### src/rtl/mou_pkg.sv
package mou_pkg;
  typedef enum logic [1:0] {
    ACC_SHRW = 2'd0,
    ACC_PRIV = 2'd1,
    ACC_SHRO = 2'd2
  } acc_class_e;

  localparam logic [1:0] PAGE_PRIV = 2'b01;
  localparam logic [1:0] PAGE_RO   = 2'b10;

  // hint overrides the translation attribute
  function automatic acc_class_e classify(input logic hint, input logic [1:0] attr);
    if (hint)                   return ACC_PRIV;
    else if (attr == PAGE_PRIV) return ACC_PRIV;
    else if (attr == PAGE_RO)   return ACC_SHRO;
    else                        return ACC_SHRW;
  endfunction
endpackage

### src/rtl/mou_shared_fifo.sv
module mou_shared_fifo #(
  parameter int unsigned AW    = 8,
  parameter int unsigned DW    = 32,
  parameter int unsigned DEPTH = 4
) (
  input  logic          clk_i,
  input  logic          rst_ni,
  input  logic          push_i,
  input  logic [AW-1:0] push_addr_i,
  input  logic [DW-1:0] push_data_i,
  input  logic          pop_i,
  output logic          full_o,
  output logic          empty_o,
  output logic [AW-1:0] head_addr_o,
  output logic [DW-1:0] head_data_o,
  input  logic [AW-1:0] lkp_addr_i,
  output logic          lkp_hit_o,
  output logic [DW-1:0] lkp_data_o
);
  localparam int unsigned PW = $clog2(DEPTH);
  localparam int unsigned CW = $clog2(DEPTH + 1);

  logic [AW-1:0] addr_q [DEPTH];
  logic [DW-1:0] data_q [DEPTH];
  logic [PW-1:0] wr_ptr_q, rd_ptr_q;
  logic [CW-1:0] cnt_q;

  function automatic logic [PW-1:0] bump(input logic [PW-1:0] p);
    return (p == PW'(DEPTH - 1)) ? '0 : p + 1'b1;
  endfunction

  assign full_o      = (cnt_q == CW'(DEPTH));
  assign empty_o     = (cnt_q == '0);
  assign head_addr_o = addr_q[rd_ptr_q];
  assign head_data_o = data_q[rd_ptr_q];

  // oldest to youngest; the last match is the youngest
  always_comb begin
    logic [PW:0] pos;
    lkp_hit_o  = 1'b0;
    lkp_data_o = '0;
    for (int i = 0; i < DEPTH; i++) begin
      pos = {1'b0, rd_ptr_q} + (PW+1)'(i);
      if (pos >= (PW+1)'(DEPTH)) pos = pos - (PW+1)'(DEPTH);
      if (CW'(i) < cnt_q && addr_q[pos[PW-1:0]] == lkp_addr_i) begin
        lkp_hit_o  = 1'b1;
        lkp_data_o = data_q[pos[PW-1:0]];
      end
    end
  end

  always_ff @(posedge clk_i or negedge rst_ni) begin
    if (!rst_ni) begin
      wr_ptr_q <= '0;
      rd_ptr_q <= '0;
      cnt_q    <= '0;
      for (int i = 0; i < DEPTH; i++) begin
        addr_q[i] <= '0;
        data_q[i] <= '0;
      end
    end else begin
      if (push_i) begin
        addr_q[wr_ptr_q] <= push_addr_i;
        data_q[wr_ptr_q] <= push_data_i;
        wr_ptr_q         <= bump(wr_ptr_q);
      end
      if (pop_i) rd_ptr_q <= bump(rd_ptr_q);
      case ({push_i, pop_i})
        2'b10:   cnt_q <= cnt_q + 1'b1;
        2'b01:   cnt_q <= cnt_q - 1'b1;
        default: cnt_q <= cnt_q;
      endcase
    end
  end

  assert_no_overflow_R8: assert property (@(posedge clk_i) disable iff (!rst_ni)
    push_i |-> !full_o);
  assert_no_underflow_R11: assert property (@(posedge clk_i) disable iff (!rst_ni)
    pop_i |-> !empty_o);
endmodule

### src/rtl/mou_private_buf.sv
module mou_private_buf #(
  parameter int unsigned AW      = 8,
  parameter int unsigned DW      = 32,
  parameter int unsigned ENTRIES = 4
) (
  input  logic          clk_i,
  input  logic          rst_ni,
  input  logic          wr_i,
  input  logic [AW-1:0] wr_addr_i,
  input  logic [DW-1:0] wr_data_i,
  output logic          wr_hit_o,
  output logic          full_o,
  output logic          drain_valid_o,
  output logic [AW-1:0] drain_addr_o,
  output logic [DW-1:0] drain_data_o,
  input  logic          drain_i,
  input  logic [AW-1:0] lkp_addr_i,
  output logic          lkp_hit_o,
  output logic [DW-1:0] lkp_data_o
);
  localparam int unsigned IW = $clog2(ENTRIES);

  logic [ENTRIES-1:0] valid_q;
  logic [AW-1:0]      addr_q [ENTRIES];
  logic [DW-1:0]      data_q [ENTRIES];
  logic [IW-1:0]      hit_idx, free_idx, drain_idx, tgt_idx;
  logic               dup;

  assign full_o        = &valid_q;
  assign drain_valid_o = |valid_q;
  assign drain_addr_o  = addr_q[drain_idx];
  assign drain_data_o  = data_q[drain_idx];
  assign tgt_idx       = wr_hit_o ? hit_idx : free_idx;

  // downward scans: the lowest index wins
  always_comb begin
    wr_hit_o   = 1'b0;
    hit_idx    = '0;
    free_idx   = '0;
    drain_idx  = '0;
    lkp_hit_o  = 1'b0;
    lkp_data_o = '0;
    for (int i = ENTRIES - 1; i >= 0; i--) begin
      if (valid_q[i] && addr_q[i] == wr_addr_i) begin
        wr_hit_o = 1'b1;
        hit_idx  = IW'(i);
      end
      if (!valid_q[i]) free_idx = IW'(i);
      if (valid_q[i])  drain_idx = IW'(i);
      if (valid_q[i] && addr_q[i] == lkp_addr_i) begin
        lkp_hit_o  = 1'b1;
        lkp_data_o = data_q[i];
      end
    end
  end

  always_ff @(posedge clk_i or negedge rst_ni) begin
    if (!rst_ni) begin
      valid_q <= '0;
      for (int i = 0; i < ENTRIES; i++) begin
        addr_q[i] <= '0;
        data_q[i] <= '0;
      end
    end else begin
      if (drain_i) valid_q[drain_idx] <= 1'b0;
      // a merge into the draining entry keeps it alive with the new data
      if (wr_i) begin
        valid_q[tgt_idx] <= 1'b1;
        addr_q[tgt_idx]  <= wr_addr_i;
        data_q[tgt_idx]  <= wr_data_i;
      end
    end
  end

  always_comb begin
    dup = 1'b0;
    for (int i = 0; i < ENTRIES; i++)
      for (int j = i + 1; j < ENTRIES; j++)
        if (valid_q[i] && valid_q[j] && addr_q[i] == addr_q[j]) dup = 1'b1;
  end

  assert_unique_addr_R6: assert property (@(posedge clk_i) disable iff (!rst_ni)
    !dup);
  assert_no_overflow_R8: assert property (@(posedge clk_i) disable iff (!rst_ni)
    (wr_i && !wr_hit_o) |-> !full_o);
  assert_drain_valid_R11: assert property (@(posedge clk_i) disable iff (!rst_ni)
    drain_i |-> drain_valid_o);
endmodule

### src/rtl/mem_order_unit.sv
module mem_order_unit
  import mou_pkg::*;
#(
  parameter int unsigned AW         = 8,
  parameter int unsigned DW         = 32,
  parameter int unsigned SQ_DEPTH   = 4,
  parameter int unsigned PB_ENTRIES = 4
) (
  input  logic          clk_i,
  input  logic          rst_ni,
  input  logic          st_valid_i,
  output logic          st_ready_o,
  input  logic [AW-1:0] st_addr_i,
  input  logic [DW-1:0] st_data_i,
  input  logic          st_hint_i,
  input  logic [1:0]    st_attr_i,
  input  logic          ld_valid_i,
  output logic          ld_ready_o,
  input  logic [AW-1:0] ld_addr_i,
  input  logic          ld_hint_i,
  input  logic [1:0]    ld_attr_i,
  output logic [DW-1:0] ld_data_o,
  output logic [AW-1:0] cache_rd_addr_o,
  input  logic [DW-1:0] cache_rd_data_i,
  output logic          cwr_valid_o,
  input  logic          cwr_ready_i,
  output logic [AW-1:0] cwr_addr_o,
  output logic [DW-1:0] cwr_data_o
);
  acc_class_e    st_class, ld_class;
  logic          st_priv, st_fire;
  logic          sq_full, sq_empty, sq_pop, sq_hit;
  logic [AW-1:0] sq_head_addr;
  logic [DW-1:0] sq_head_data, sq_fwd;
  logic          pb_full, pb_wr_hit, pb_dvalid, pb_drain, pb_hit;
  logic [AW-1:0] pb_daddr;
  logic [DW-1:0] pb_ddata, pb_fwd;
  logic          sel_shared;

  assign st_class = classify(st_hint_i, st_attr_i);
  assign ld_class = classify(ld_hint_i, ld_attr_i);
  assign st_priv  = (st_class == ACC_PRIV);

  assign st_ready_o = st_priv ? (!pb_full || pb_wr_hit) : !sq_full;
  assign st_fire    = st_valid_i && st_ready_o;

  assign ld_ready_o      = (ld_class != ACC_SHRW) || sq_empty;
  assign cache_rd_addr_o = ld_valid_i ? ld_addr_i : '0;
  assign ld_data_o       = sq_hit ? sq_fwd : (pb_hit ? pb_fwd : cache_rd_data_i);

  // shared FIFO owns the write port whenever it is not empty
  assign sel_shared  = !sq_empty;
  assign cwr_valid_o = sel_shared || pb_dvalid;
  assign cwr_addr_o  = sel_shared ? sq_head_addr : pb_daddr;
  assign cwr_data_o  = sel_shared ? sq_head_data : pb_ddata;
  assign sq_pop      = sel_shared && cwr_ready_i;
  assign pb_drain    = !sel_shared && pb_dvalid && cwr_ready_i;

  mou_shared_fifo #(.AW(AW), .DW(DW), .DEPTH(SQ_DEPTH)) u_sq (
    .clk_i       (clk_i),
    .rst_ni      (rst_ni),
    .push_i      (st_fire && !st_priv),
    .push_addr_i (st_addr_i),
    .push_data_i (st_data_i),
    .pop_i       (sq_pop),
    .full_o      (sq_full),
    .empty_o     (sq_empty),
    .head_addr_o (sq_head_addr),
    .head_data_o (sq_head_data),
    .lkp_addr_i  (ld_addr_i),
    .lkp_hit_o   (sq_hit),
    .lkp_data_o  (sq_fwd)
  );

  mou_private_buf #(.AW(AW), .DW(DW), .ENTRIES(PB_ENTRIES)) u_pb (
    .clk_i         (clk_i),
    .rst_ni        (rst_ni),
    .wr_i          (st_fire && st_priv),
    .wr_addr_i     (st_addr_i),
    .wr_data_i     (st_data_i),
    .wr_hit_o      (pb_wr_hit),
    .full_o        (pb_full),
    .drain_valid_o (pb_dvalid),
    .drain_addr_o  (pb_daddr),
    .drain_data_o  (pb_ddata),
    .drain_i       (pb_drain),
    .lkp_addr_i    (ld_addr_i),
    .lkp_hit_o     (pb_hit),
    .lkp_data_o    (pb_fwd)
  );

  assert_rw_gate_R5: assert property (@(posedge clk_i) disable iff (!rst_ni)
    (ld_valid_i && ld_ready_o && ld_class == ACC_SHRW) |-> !sq_pop);
  assert_fast_load_R4: assert property (@(posedge clk_i) disable iff (!rst_ni)
    (ld_valid_i && ld_class != ACC_SHRW) |-> ld_ready_o);
  assert_port_prio_R9: assert property (@(posedge clk_i) disable iff (!rst_ni)
    pb_drain |-> sq_empty);
  assert_hold_R11: assert property (@(posedge clk_i) disable iff (!rst_ni)
    (cwr_valid_o && !cwr_ready_i) |=> cwr_valid_o);
endmodule

### config.mk
export PLATFORM = sky130hd
export DESIGN_NAME = mem_order_unit
export DESIGN_NICKNAME = d
export VERILOG_FILES = /design/src/rtl/mou_pkg.sv /design/src/rtl/mou_shared_fifo.sv /design/src/rtl/mou_private_buf.sv /design/src/rtl/mem_order_unit.sv
export SDC_FILE = /design/constraint.sdc
export NUM_CORES = 1
export LEC_CHECK = 0
export ABC_CLOCK_PERIOD_IN_PS = 6160
export BUFFER_PORTS_ARGS = -buffer_cell sky130_fd_sc_hd__buf_2
export CAP_MARGIN = 20
export CELL_PAD_IN_SITES_DETAIL_PLACEMENT = 0
export CELL_PAD_IN_SITES_GLOBAL_PLACEMENT = 1
export CORE_ASPECT_RATIO = 1.25
export CORE_MARGIN = 4
export CORE_UTILIZATION = 53
export DETAILED_ROUTE_END_ITERATION = 10
export PLACE_DENSITY = 0.95
export SETUP_SLACK_MARGIN = 0.15
export SLEW_MARGIN = 0
export SYNTH_ARGS = -nofsm -noshare
export SYNTH_HDL_FRONTEND = slang
export SYNTH_SLANG_ARGS = --single-unit
### constraint.sdc
create_clock -name clk_i -period 6.16 [get_ports clk_i]
set_input_delay 0.308 -clock clk_i [delete_from_list [all_inputs] [get_ports clk_i]]
set_output_delay 0.308 -clock clk_i [all_outputs]
set_load 0.005 [all_outputs]
==> reports/metrics.cfg <==
[run_status]
status=finished, final reports clean

[synth]
ys_seq_area_share_pct=37.39
synth.distinct_cells=46
netlist_area_um2=22150
ys_ff_latch=331
ys.flop_type=dfrtp_1
synthArstFlopShare_pct=100.0
yosysWarnings=0
syn_nets=2198
syn_inst=2097
synth_edf_count=0
avgSynthCellArea_um2=10.56

[sta]
setup_viol_count_final=0
max_slew_margin_pct=28.56
rsz0062_at_grt=false
clock.fmax_mhz=175.8
hold_viol=0
tightest_slew_ns=1.064
fin_crit_ns=5.688
final.setup.tns_ns=0
final.setup_skew_ns=0.01354
setup_ws_ns=0.4722
finalCritPeriodShare_pct=92.33
slew_viol_final=0

[cts]
h-tree-depth=2
clock-sinks=331
clock_path_buffers=3
root_buffer=clkbuf_16
clk_latency_ns=0.54
clk_pin_slew_ns=0.07
cts_made_buffers=35
cts_tree=done

[worst_setup_path]
cp-end-kind=output port
required_ns=5.85
crit_arrival_ns=5.38
start_kind=register
criticalPathCategory=register to output port
critPathMaxFanout=132

[layout]
final_net_count=2259
final_common_cell=dfrtp_1
fill_cells=3347
final_util_pct=59.46
area_delta_synth_final_pct=10.66
drive_gt1_share_pct=35.01
register_area_um2=8290
multi_input_area_um2=12980
antenna_cells=0
mostFrequentLayoutCells=dfrtp_1, mux2_2, nand2_1

[detailed_routing]
routed_via_density=6.642
drt_first_pass_iters=5
post-route-drc-count=0
avgRoutedWirePerCell_um=24.43
initialDrtViolationCount=2086
vias=18160
wirelength_um=66780
ant_nets=0

[die]
row_count=83
ios=174
coreArea_um2=41230
dieHeight_um=236.6
die_area_um2=45150
die_x_um=190.9
initial_core_util_pct=53.73

[job]
drv_cap=0

[global_routing]
grt-ovfl-total=0
grt_first_pass_wirelength_um=104200
grt_util_all_layers_pct=29.11
grt_max_degree=165
grt_pass1_vias=18460
antenna_found_initial=0

[place]
portBuffers=173
dp_hpwl_um=42330
gp_congestion=0.8876
place_ws_ns=1.132

[worst_hold_path]
hold_class=input pin to register

[power_and_ir_drop]
vdd_drop_max_mv=0.5212
powerDensity_nw_per_um2=584.6
p_leak_nw=10.23

[synthesized netlist by cell type (32+ instances only)]
master / number / share of area [%]
nand2_1: 296 / 5.0
a21oi_1: 72 / 1.6
xnor2_1: 70 / 2.8
o21ai_0: 174 / 3.9
nor2_1: 72 / 1.2
xor2_1: 34 / 1.3
nand3_1: 121 / 2.7
dfrtp_1: 331 / 37
mux4_2: 156 / 16
clkbuf_1: 118 / 2.0
a22oi_1: 32 / 1.1
mux2_2: 321 / 16
inv_1: 42 / 0.71
buf_2: 41 / 0.93
a31oi_1: 33 / 0.93
[path summary, 6_finish.rpt]
path | startpoint | end | slack (ns) | cells after the start
min in group asynchronous | rst_ni | u_sq.data_q[58]$_DFFE_PN0P_ | 0.38 | 2
setup / recovery | u_sq.rd_ptr_q[0]$_DFFE_PN0P_ | ld_data_o[28] | 0.47 | 11
setup reg to reg | u_pb.addr_q[11]$_DFFE_PN0P_ | u_pb.data_q[74]$_DFFE_PN0P_ | 2.72 | 8
max in group asynchronous | rst_ni | u_sq.rd_ptr_q[1]$_DFFE_PN0P_ | 4.16 | 3
hold reg to reg | u_pb.data_q[30]$_DFFE_PN0P_ | u_pb.data_q[30]$_DFFE_PN0P_ | 0.53 | 1
hold / removal | st_data_i[11] | u_sq.data_q[11]$_DFFE_PN0P_ | 0.12 | 2
[routing by layer]
layer	track usage [%]	routed length, um	vias up	part of all wire [%]
li1	-	-	7759	-
met1	37.37	24750	9122	37
met2	48.55	33240	1063	50
met3	4.438	5501	214	8.2
met4	13.85	3290	0	4.9
met5	0	0	-	0
[registers in the layout, summed over array words and instances (netlist names)]
signal and flops:
u_sq.rd_ptr_q 2, u_sq.addr_q 32, u_pb.valid_q 4, u_sq.wr_ptr_q 2, u_sq.cnt_q 3, u_pb.data_q 128
u_sq.data_q 128, u_pb.addr_q 32
[worst max-delay path: stages, from the launching register on]
cell     delay, ns
dfrtp_4       0.80
buf_12        0.68
mux4_2        0.61
xnor2_1       0.15
nand4_1       0.15
or4_1         0.14
buf_4         0.39
and4_2        0.79
buf_4         0.50
a21oi_1       0.08
a22oi_1       0.19
buf_2         0.15
[metrics by stage]
stage / area, um^2 / cells / power (mW) / hold WS (ns)
after global placement: 23280 / 2671 / 11.60 / 0.3778
after detailed placement: 23280 / 2671 / 11.91 / 0.3828
after CTS: 24490 / 2733 / 14.25 / 0.1096
final: 24510 / 2734 / 14.33 / 0.1176
after floorplan: 22150 / 2097 / 9.738 / 0.01241
after global routing: 24510 / 2734 / 15.12 / 0.1244
[timing repair]
action                     CTS  global route
resized for setup            0             0
buffers inserted             0             0
setup endpoints to repair    0             0
hold buffers                 1             0
hold endpoints to repair    89             0
[where the power goes]
part	switching [mW]	internal, mW
Sequential	1.25	3.26
Combinational	3.66	3.90
Clock	0.908	1.35
[layout make-up]
class,count,share of cell area [%]
clock buffer,49,4.083
clock inverter,12,0.7758
multi-input combinational,1539,52.94
tap,552,2.817
sequential,331,33.82
inverter,42,0.6431
timing repair buffer,209,4.920
[cells by family (layout without fill, tap and decap cells)]
family	Yosys count	in the layout	synth area share (%)
and+or+nand+nor	582	582	11.72
AOI/OAI and AO/OA	356	356	9.145
adders and majority gates	10	10	0.5648
DFF	331	331	37.39
buffers and inverters	227	312	4.434
xor gates and xnor gates	104	104	4.112
muxes	487	487	32.63
Note: power is estimated with default switching activity, not from simulation.
